[src/rtl/txeq_pkg.sv]
package txeq_pkg;
  localparam int unsigned COEF_W  = 6;
  localparam int unsigned N_RULES = 3;
  localparam int unsigned N_SIDE  = 2;

  localparam int unsigned VIOL_PRE   = 0;
  localparam int unsigned VIOL_SUM   = 1;
  localparam int unsigned VIOL_BOOST = 2;

  localparam int unsigned SIDE_PRE  = 0;
  localparam int unsigned SIDE_POST = 1;
endpackage

[src/rtl/txeq_tap_mag.sv]
module txeq_tap_mag #(
  parameter int unsigned CW = 6
) (
  input  logic        signed_mode_i,
  input  logic [CW:0] raw_i,
  output logic [CW:0] mag_o
);
  logic [CW:0] neg_val;

  assign neg_val = (~raw_i) + 1'b1;

  always_comb begin
    if (signed_mode_i) begin
      mag_o = raw_i[CW] ? neg_val : raw_i;
    end else begin
      mag_o = {1'b0, raw_i[CW-1:0]};
    end
  end
endmodule

[src/rtl/txeq_rule_eval.sv]
module txeq_rule_eval
  import txeq_pkg::*;
#(
  parameter int unsigned CW = COEF_W
) (
  input  logic [CW:0]        pre_mag_i,
  input  logic [CW-1:0]      main_i,
  input  logic [CW:0]        post_mag_i,
  input  logic [CW-1:0]      fs_i,
  input  logic [CW-1:0]      lf_i,
  output logic [N_RULES-1:0] viol_o
);
  localparam int unsigned SW = CW + 3;

  logic [SW-1:0] pre_w, main_w, post_w, fs_w, lf_w;
  logic [SW-1:0] fs_quarter, tap_sum, side_plus_lf;

  assign pre_w  = SW'(pre_mag_i);
  assign main_w = SW'(main_i);
  assign post_w = SW'(post_mag_i);
  assign fs_w   = SW'(fs_i);
  assign lf_w   = SW'(lf_i);

  assign fs_quarter   = fs_w >> 2;
  assign tap_sum      = pre_w + main_w + post_w;
  // boost margin compared without subtraction so a negative margin cannot wrap
  assign side_plus_lf = lf_w + pre_w + post_w;

  always_comb begin
    viol_o             = '0;
    viol_o[VIOL_PRE]   = pre_w > fs_quarter;
    viol_o[VIOL_SUM]   = tap_sum != fs_w;
    viol_o[VIOL_BOOST] = main_w < side_plus_lf;
  end
endmodule

[src/rtl/txeq_result_reg.sv]
module txeq_result_reg
  import txeq_pkg::*;
#(
  parameter int unsigned CW = COEF_W
) (
  input  logic               clk_i,
  input  logic               rst_ni,
  input  logic               in_valid_i,
  input  logic [N_RULES-1:0] in_viol_i,
  input  logic [CW:0]        in_pre_i,
  input  logic [CW-1:0]      in_main_i,
  input  logic [CW:0]        in_post_i,
  output logic               res_valid_o,
  output logic               res_accept_o,
  output logic [N_RULES-1:0] res_viol_o,
  output logic [CW:0]        app_pre_o,
  output logic [CW-1:0]      app_main_o,
  output logic [CW:0]        app_post_o
);
  logic legal;

  assign legal = ~|in_viol_i;

  always_ff @(posedge clk_i or negedge rst_ni) begin
    if (!rst_ni) begin
      res_valid_o  <= 1'b0;
      res_accept_o <= 1'b0;
      res_viol_o   <= '0;
    end else begin
      res_valid_o <= in_valid_i;
      if (in_valid_i) begin
        res_accept_o <= legal;
        res_viol_o   <= in_viol_i;
      end
    end
  end

  always_ff @(posedge clk_i or negedge rst_ni) begin
    if (!rst_ni) begin
      app_pre_o  <= '0;
      app_main_o <= '0;
      app_post_o <= '0;
    end else if (in_valid_i && legal) begin
      app_pre_o  <= in_pre_i;
      app_main_o <= in_main_i;
      app_post_o <= in_post_i;
    end
  end
endmodule

[src/rtl/txeq_coef_check.sv]
module txeq_coef_check
  import txeq_pkg::*;
#(
  parameter int unsigned CW = COEF_W
) (
  input  logic               clk_i,
  input  logic               rst_ni,
  input  logic               req_valid_i,
  input  logic               req_signed_i,
  input  logic [CW:0]        req_pre_i,
  input  logic [CW-1:0]      req_main_i,
  input  logic [CW:0]        req_post_i,
  input  logic [CW-1:0]      fs_i,
  input  logic [CW-1:0]      lf_i,
  output logic               res_valid_o,
  output logic               res_accept_o,
  output logic [N_RULES-1:0] res_viol_o,
  output logic [CW:0]        app_pre_o,
  output logic [CW-1:0]      app_main_o,
  output logic [CW:0]        app_post_o
);
  localparam int unsigned SW = CW + 3;

  logic [CW:0]        side_raw [N_SIDE];
  logic [CW:0]        side_mag [N_SIDE];
  logic [N_RULES-1:0] viol;

  assign side_raw[SIDE_PRE]  = req_pre_i;
  assign side_raw[SIDE_POST] = req_post_i;

  for (genvar g = 0; g < N_SIDE; g++) begin : g_side
    txeq_tap_mag #(.CW(CW)) u_mag (
      .signed_mode_i(req_signed_i),
      .raw_i        (side_raw[g]),
      .mag_o        (side_mag[g])
    );
  end

  txeq_rule_eval #(.CW(CW)) u_rules (
    .pre_mag_i (side_mag[SIDE_PRE]),
    .main_i    (req_main_i),
    .post_mag_i(side_mag[SIDE_POST]),
    .fs_i      (fs_i),
    .lf_i      (lf_i),
    .viol_o    (viol)
  );

  txeq_result_reg #(.CW(CW)) u_res (
    .clk_i       (clk_i),
    .rst_ni      (rst_ni),
    .in_valid_i  (req_valid_i),
    .in_viol_i   (viol),
    .in_pre_i    (side_mag[SIDE_PRE]),
    .in_main_i   (req_main_i),
    .in_post_i   (side_mag[SIDE_POST]),
    .res_valid_o (res_valid_o),
    .res_accept_o(res_accept_o),
    .res_viol_o  (res_viol_o),
    .app_pre_o   (app_pre_o),
    .app_main_o  (app_main_o),
    .app_post_o  (app_post_o)
  );

  a_r6_valid_lat: assert property (@(posedge clk_i) disable iff (!rst_ni)
    req_valid_i |=> res_valid_o);

  a_r6_idle: assert property (@(posedge clk_i) disable iff (!rst_ni)
    !req_valid_i |=> !res_valid_o);

  a_r8_hold: assert property (@(posedge clk_i) disable iff (!rst_ni)
    !(res_valid_o && res_accept_o) |->
      ($stable(app_pre_o) && $stable(app_main_o) && $stable(app_post_o)));

  a_r7_take_main: assert property (@(posedge clk_i) disable iff (!rst_ni)
    req_valid_i |=> (res_accept_o -> (app_main_o == $past(req_main_i))));

  a_r3_sum_exact: assert property (@(posedge clk_i) disable iff (!rst_ni)
    req_valid_i |=> (res_accept_o ->
      ((SW'(app_pre_o) + SW'(app_main_o) + SW'(app_post_o)) == SW'($past(fs_i)))));

  a_r2_pre_limit: assert property (@(posedge clk_i) disable iff (!rst_ni)
    req_valid_i |=> (res_accept_o -> (SW'(app_pre_o) <= SW'($past(fs_i) >> 2))));
endmodule

[config.mk]
export PLATFORM = sky130hd
export DESIGN_NAME = txeq_coef_check
export DESIGN_NICKNAME = d
export VERILOG_FILES = /design/src/rtl/txeq_pkg.sv /design/src/rtl/txeq_tap_mag.sv /design/src/rtl/txeq_rule_eval.sv /design/src/rtl/txeq_result_reg.sv /design/src/rtl/txeq_coef_check.sv
export SDC_FILE = /design/constraint.sdc
export NUM_CORES = 1
export LEC_CHECK = 0
export BUFFER_PORTS_ARGS = -buffer_cell sky130_fd_sc_hd__buf_2
export CORE_ASPECT_RATIO = 0.9
export CORE_MARGIN = 2
export CORE_UTILIZATION = 30
export DETAILED_ROUTE_END_ITERATION = 8
export PLACE_DENSITY = 0.49
export SLEW_MARGIN = 20
export SYNTH_ARGS = -nofsm -noshare
export SYNTH_HDL_FRONTEND = slang
export SYNTH_SLANG_ARGS = --single-unit
[constraint.sdc]
create_clock -name clk_i -period 2.2 [get_ports clk_i]
set_input_delay 0.33 -clock clk_i [delete_from_list [all_inputs] [get_ports clk_i]]
set_output_delay 0.33 -clock clk_i [all_outputs]
set_load 0.02 [all_outputs]
==> out/results.ini <==
[status]
status=finished with violations
violations=setup timing

[die]
core_sq_um=8110
row_count=31
die_w_um=101
io_pins=61
dieArea_sq_um=9130
initial_core_util=0.310
dieHeight_um=90.9

[worst_setup_path]
cp-start-kind=input pin
crit_start=req_pre_i[0]
end_kind=flip-flop
crit_chain=buf_8 -> inv_6 -> ha_4 -> mux2_4 -> ha_4 -> a21oi_4 -> nor2b_1 -> nor2_1 -> xnor2_1 -> ha_1 -> o21a_1 -> o31a_1 -> a21o_1 -> ha_4 -> a211oi_4 -> a21oi_2 -> o211a_4 -> nand3_4 -> buf_4 -> mux2_2
cpMaxStageDelayCell=mux2_2
crit_type=in -> reg
crit_buf_inv=3
rr_startpoint=u_res.app_pre_o[2]
critPathMaxFanout=5
critPathRequiredTime_ps=2370
cpPeakStageDelay_ps=320
crit_family=compound AO/OA/AOI/OAI gates
cp.arrival_ps=3900
crit_path_frequent_cell=ha_4

[sta]
fin_ws_ps=-1530
setup_viol=24
tightest_slew_ps=538
min_period_ps=3730
maxSlewHeadroom=0.642
fin_crit_sh=1.70
hold_viol_final=0
max_freq_mhz=268
fin_skew_ps=0
fin_setup_tns_ps=-33130
rsz0062_at_grt=true
drv_slew=0

[global_routing]
grt_max_degree=26
grt_util_all_layers=0.161
antenna_found_initial=0
grt_pass1_wl_mm=11.6
grt_pass1_vias=2388
grt-ovfl-total=0

[detailed_routing]
drcViolationCount=0
first_iter_violations=57
first_pass_iters=4
routed_wirelength_mm=7.33
ant_nets=0
num_vias=2378
via_per_inst=4.68
wire_per_inst_um=14.4

[cells_and_area]
final.fill_count=783
nNetsFinal=490
drive_above_1_share=0.538
multiInputGateArea_sq_um=2030
syn_to_final_growth_pct=60.1
seqCellArea_sq_um=626
fin_util=0.497
n_antenna_cell=0

[clocking]
clkLatencyLatePin_ps=260
cts.sinks=25
root_buffer=clkbuf_8
path_clk_slew_ps=100
cts_inserted_buffers=3
cts_max_level=1
clockBufferDepth=2
cts_tree=built

[synthesis]
ys_warn_count=0
synth_top_family_by_area=adder cells
ys_seq_area_frac=0.249
synth_flop_cell=dfrtp_1
synthCells=251
synth_area_leaders=dfrtp_1 (25%), ha_1 (20%), mux2_4 (9.6%)
async_flop_share=1.00
synth_fa_ha_area_frac=0.231
synth_edf_count=0
ys_ff_latch=25
synth_compound_area_frac=0.145
muxShareOfSynthArea=0.109
synth_top_area_share=0.249
synth_top_cell_by_area=dfrtp_1
syn_nets=331
syn_avg_cell_area_sq_um=10.0
synth-xor-area-share=0.104
synth-simple-area-share=0.119
synth_cell_types=45
synth_area_sq_um=2510

[placed_design]
hpwlAfterDp_mm=6.15
port-buffer-count=60
place_ws_ps=-1940
gp_congestion=0.794

[run]
cap_viol_max_count=0

[power_and_ir_drop]
p_switching_uw=881
clkPwrFrac=0.121
power_leakage_uw=0.00209
p_per_area_nw_per_um2=580
ir_drop_mv=0.227
switching_share=0.377
internal_power_uw=1450
p_comb_frac=0.672
seqPwrFrac=0.208

[min_path]
hp-class=in -> async

[final cells by class]
class | count | share of cell area
Timing Repair Buffer | 156 | 0.274
Sequential cell | 25 | 0.155
Clock inverter | 1 | 0.00217
Inverter | 19 | 0.0221
Multi-Input combinational cell | 205 | 0.505
Clock buffer | 3 | 0.0103
Tap cell | 99 | 0.0308
[power by group through the flow]
stage	clock network, uW	registers (uW)	logic [uW]
2_1_floorplan	0	515	790
4_1_cts	291	485	1410
6_report	282	485	1570
5_1_grt	313	487	1730
3_5_place_dp	0	494	1290
3_3_place_gp	0	494	1280
[cell usage after synthesis, types with 2 or more instances]
| master | count |
|---|---|
| nand3_1 | 8 |
| a21oi_1 | 19 |
| a31oi_1 | 2 |
| mux2_4 | 16 |
| o21ai_0 | 6 |
| mux2_2 | 3 |
| o211ai_1 | 6 |
| dfrtp_1 | 25 |
| nor2_1 | 18 |
| inv_1 | 18 |
| xnor2_1 | 15 |
| nand2_1 | 6 |
| xor2_1 | 15 |
| nor3_1 | 3 |
| nor4_1 | 2 |
| o21ai_1 | 2 |
| nor2b_1 | 4 |
| and2_1 | 3 |
| o21a_1 | 4 |
| a21o_1 | 4 |
| o22ai_1 | 3 |
| fa_1 | 4 |
| ha_1 | 40 |
| o31a_1 | 2 |
| o21bai_1 | 2 |
| nand4_1 | 2 |
[registers in the layout, summed over array words and instances, names as in the netlist]
| signal | cells |
|---|---|
| u_res.app_post_o | 7 |
| u_res.app_pre_o | 7 |
| u_res.app_main_o | 6 |
| u_res.res_viol_o | 3 |
| u_res.res_accept_o | 1 |
| u_res.res_valid_o | 1 |
[kinds of logic after synthesis]
| group | Yosys count |
|---|---|
| and+or+nand+nor | 55 |
| adders and majority gates | 44 |
| muxes | 19 |
| AOI/OAI and AO/OA | 57 |
| DFF | 25 |
| buffers and inverters | 21 |
| xor gates and xnor gates | 30 |
[metrics by stage]
stage | cell area (sq um) | instances | hold WS (ps) | power, uW
floorplan | 2620 | 251 | 34.4 | 1310
global placement | 3580 | 482 | 351 | 1770
detailed placement | 3580 | 482 | 346 | 1790
CTS | 3910 | 504 | 38.2 | 2190
global route | 4030 | 508 | 53.2 | 2530
finish | 4030 | 508 | 22.3 | 2340
[layout by cell type (no fill, tap or decap), types with 3 or more instances in the layout]
| cell | instances |
|---|---|
| buf_4 | 89 |
| dfrtp_1 | 25 |
| xnor2_1 | 13 |
| buf_8 | 3 |
| o21a_1 | 4 |
| xor2_1 | 14 |
| inv_1 | 14 |
| a21o_1 | 4 |
| o211ai_1 | 6 |
| nor2b_1 | 3 |
| o21ai_1 | 5 |
| fa_1 | 3 |
| inv_2 | 3 |
| clkbuf_8 | 3 |
| ha_4 | 8 |
| mux2_4 | 17 |
| ha_1 | 32 |
| a21oi_1 | 13 |
| buf_6 | 3 |
| buf_2 | 58 |
| nand3_1 | 6 |
| nor2_1 | 16 |
| a21oi_2 | 5 |
| nand2_1 | 5 |
[worst paths after layout]
path                                            end  slack [ps]  cells past startpoint
worst max-delay path             u_res.app_pre_o[0]       -1530                     20
worst min-delay path            u_res.res_viol_o[0]          20                      1
worst max register to register   u_res.app_pre_o[2]        1420                      1
worst min register to register   u_res.app_pre_o[4]         490                      1
max in group asynchronous       u_res.app_main_o[3]        1800                      1
min in group clk_i                u_res.res_valid_o         270                      1
[timing repair]
item                       in CTS  in global routing
setup endpoints to repair      24                 24
hold buffers                    0                  0
gates resized for setup        23                 16
pin swaps                      33                 19
buffers inserted               19                  4
cloned                          1                  0
[metal layers]
| layer | global-route usage | wire (um) |
|---|---|---|
| met1 | 0.226 | 3620 |
| met5 | 0 | 0 |
| met2 | 0.260 | 3320 |
| met3 | 0.0201 | 293 |
| met4 | 0.0388 | 93 |
(Power assumes the default switching activity.)
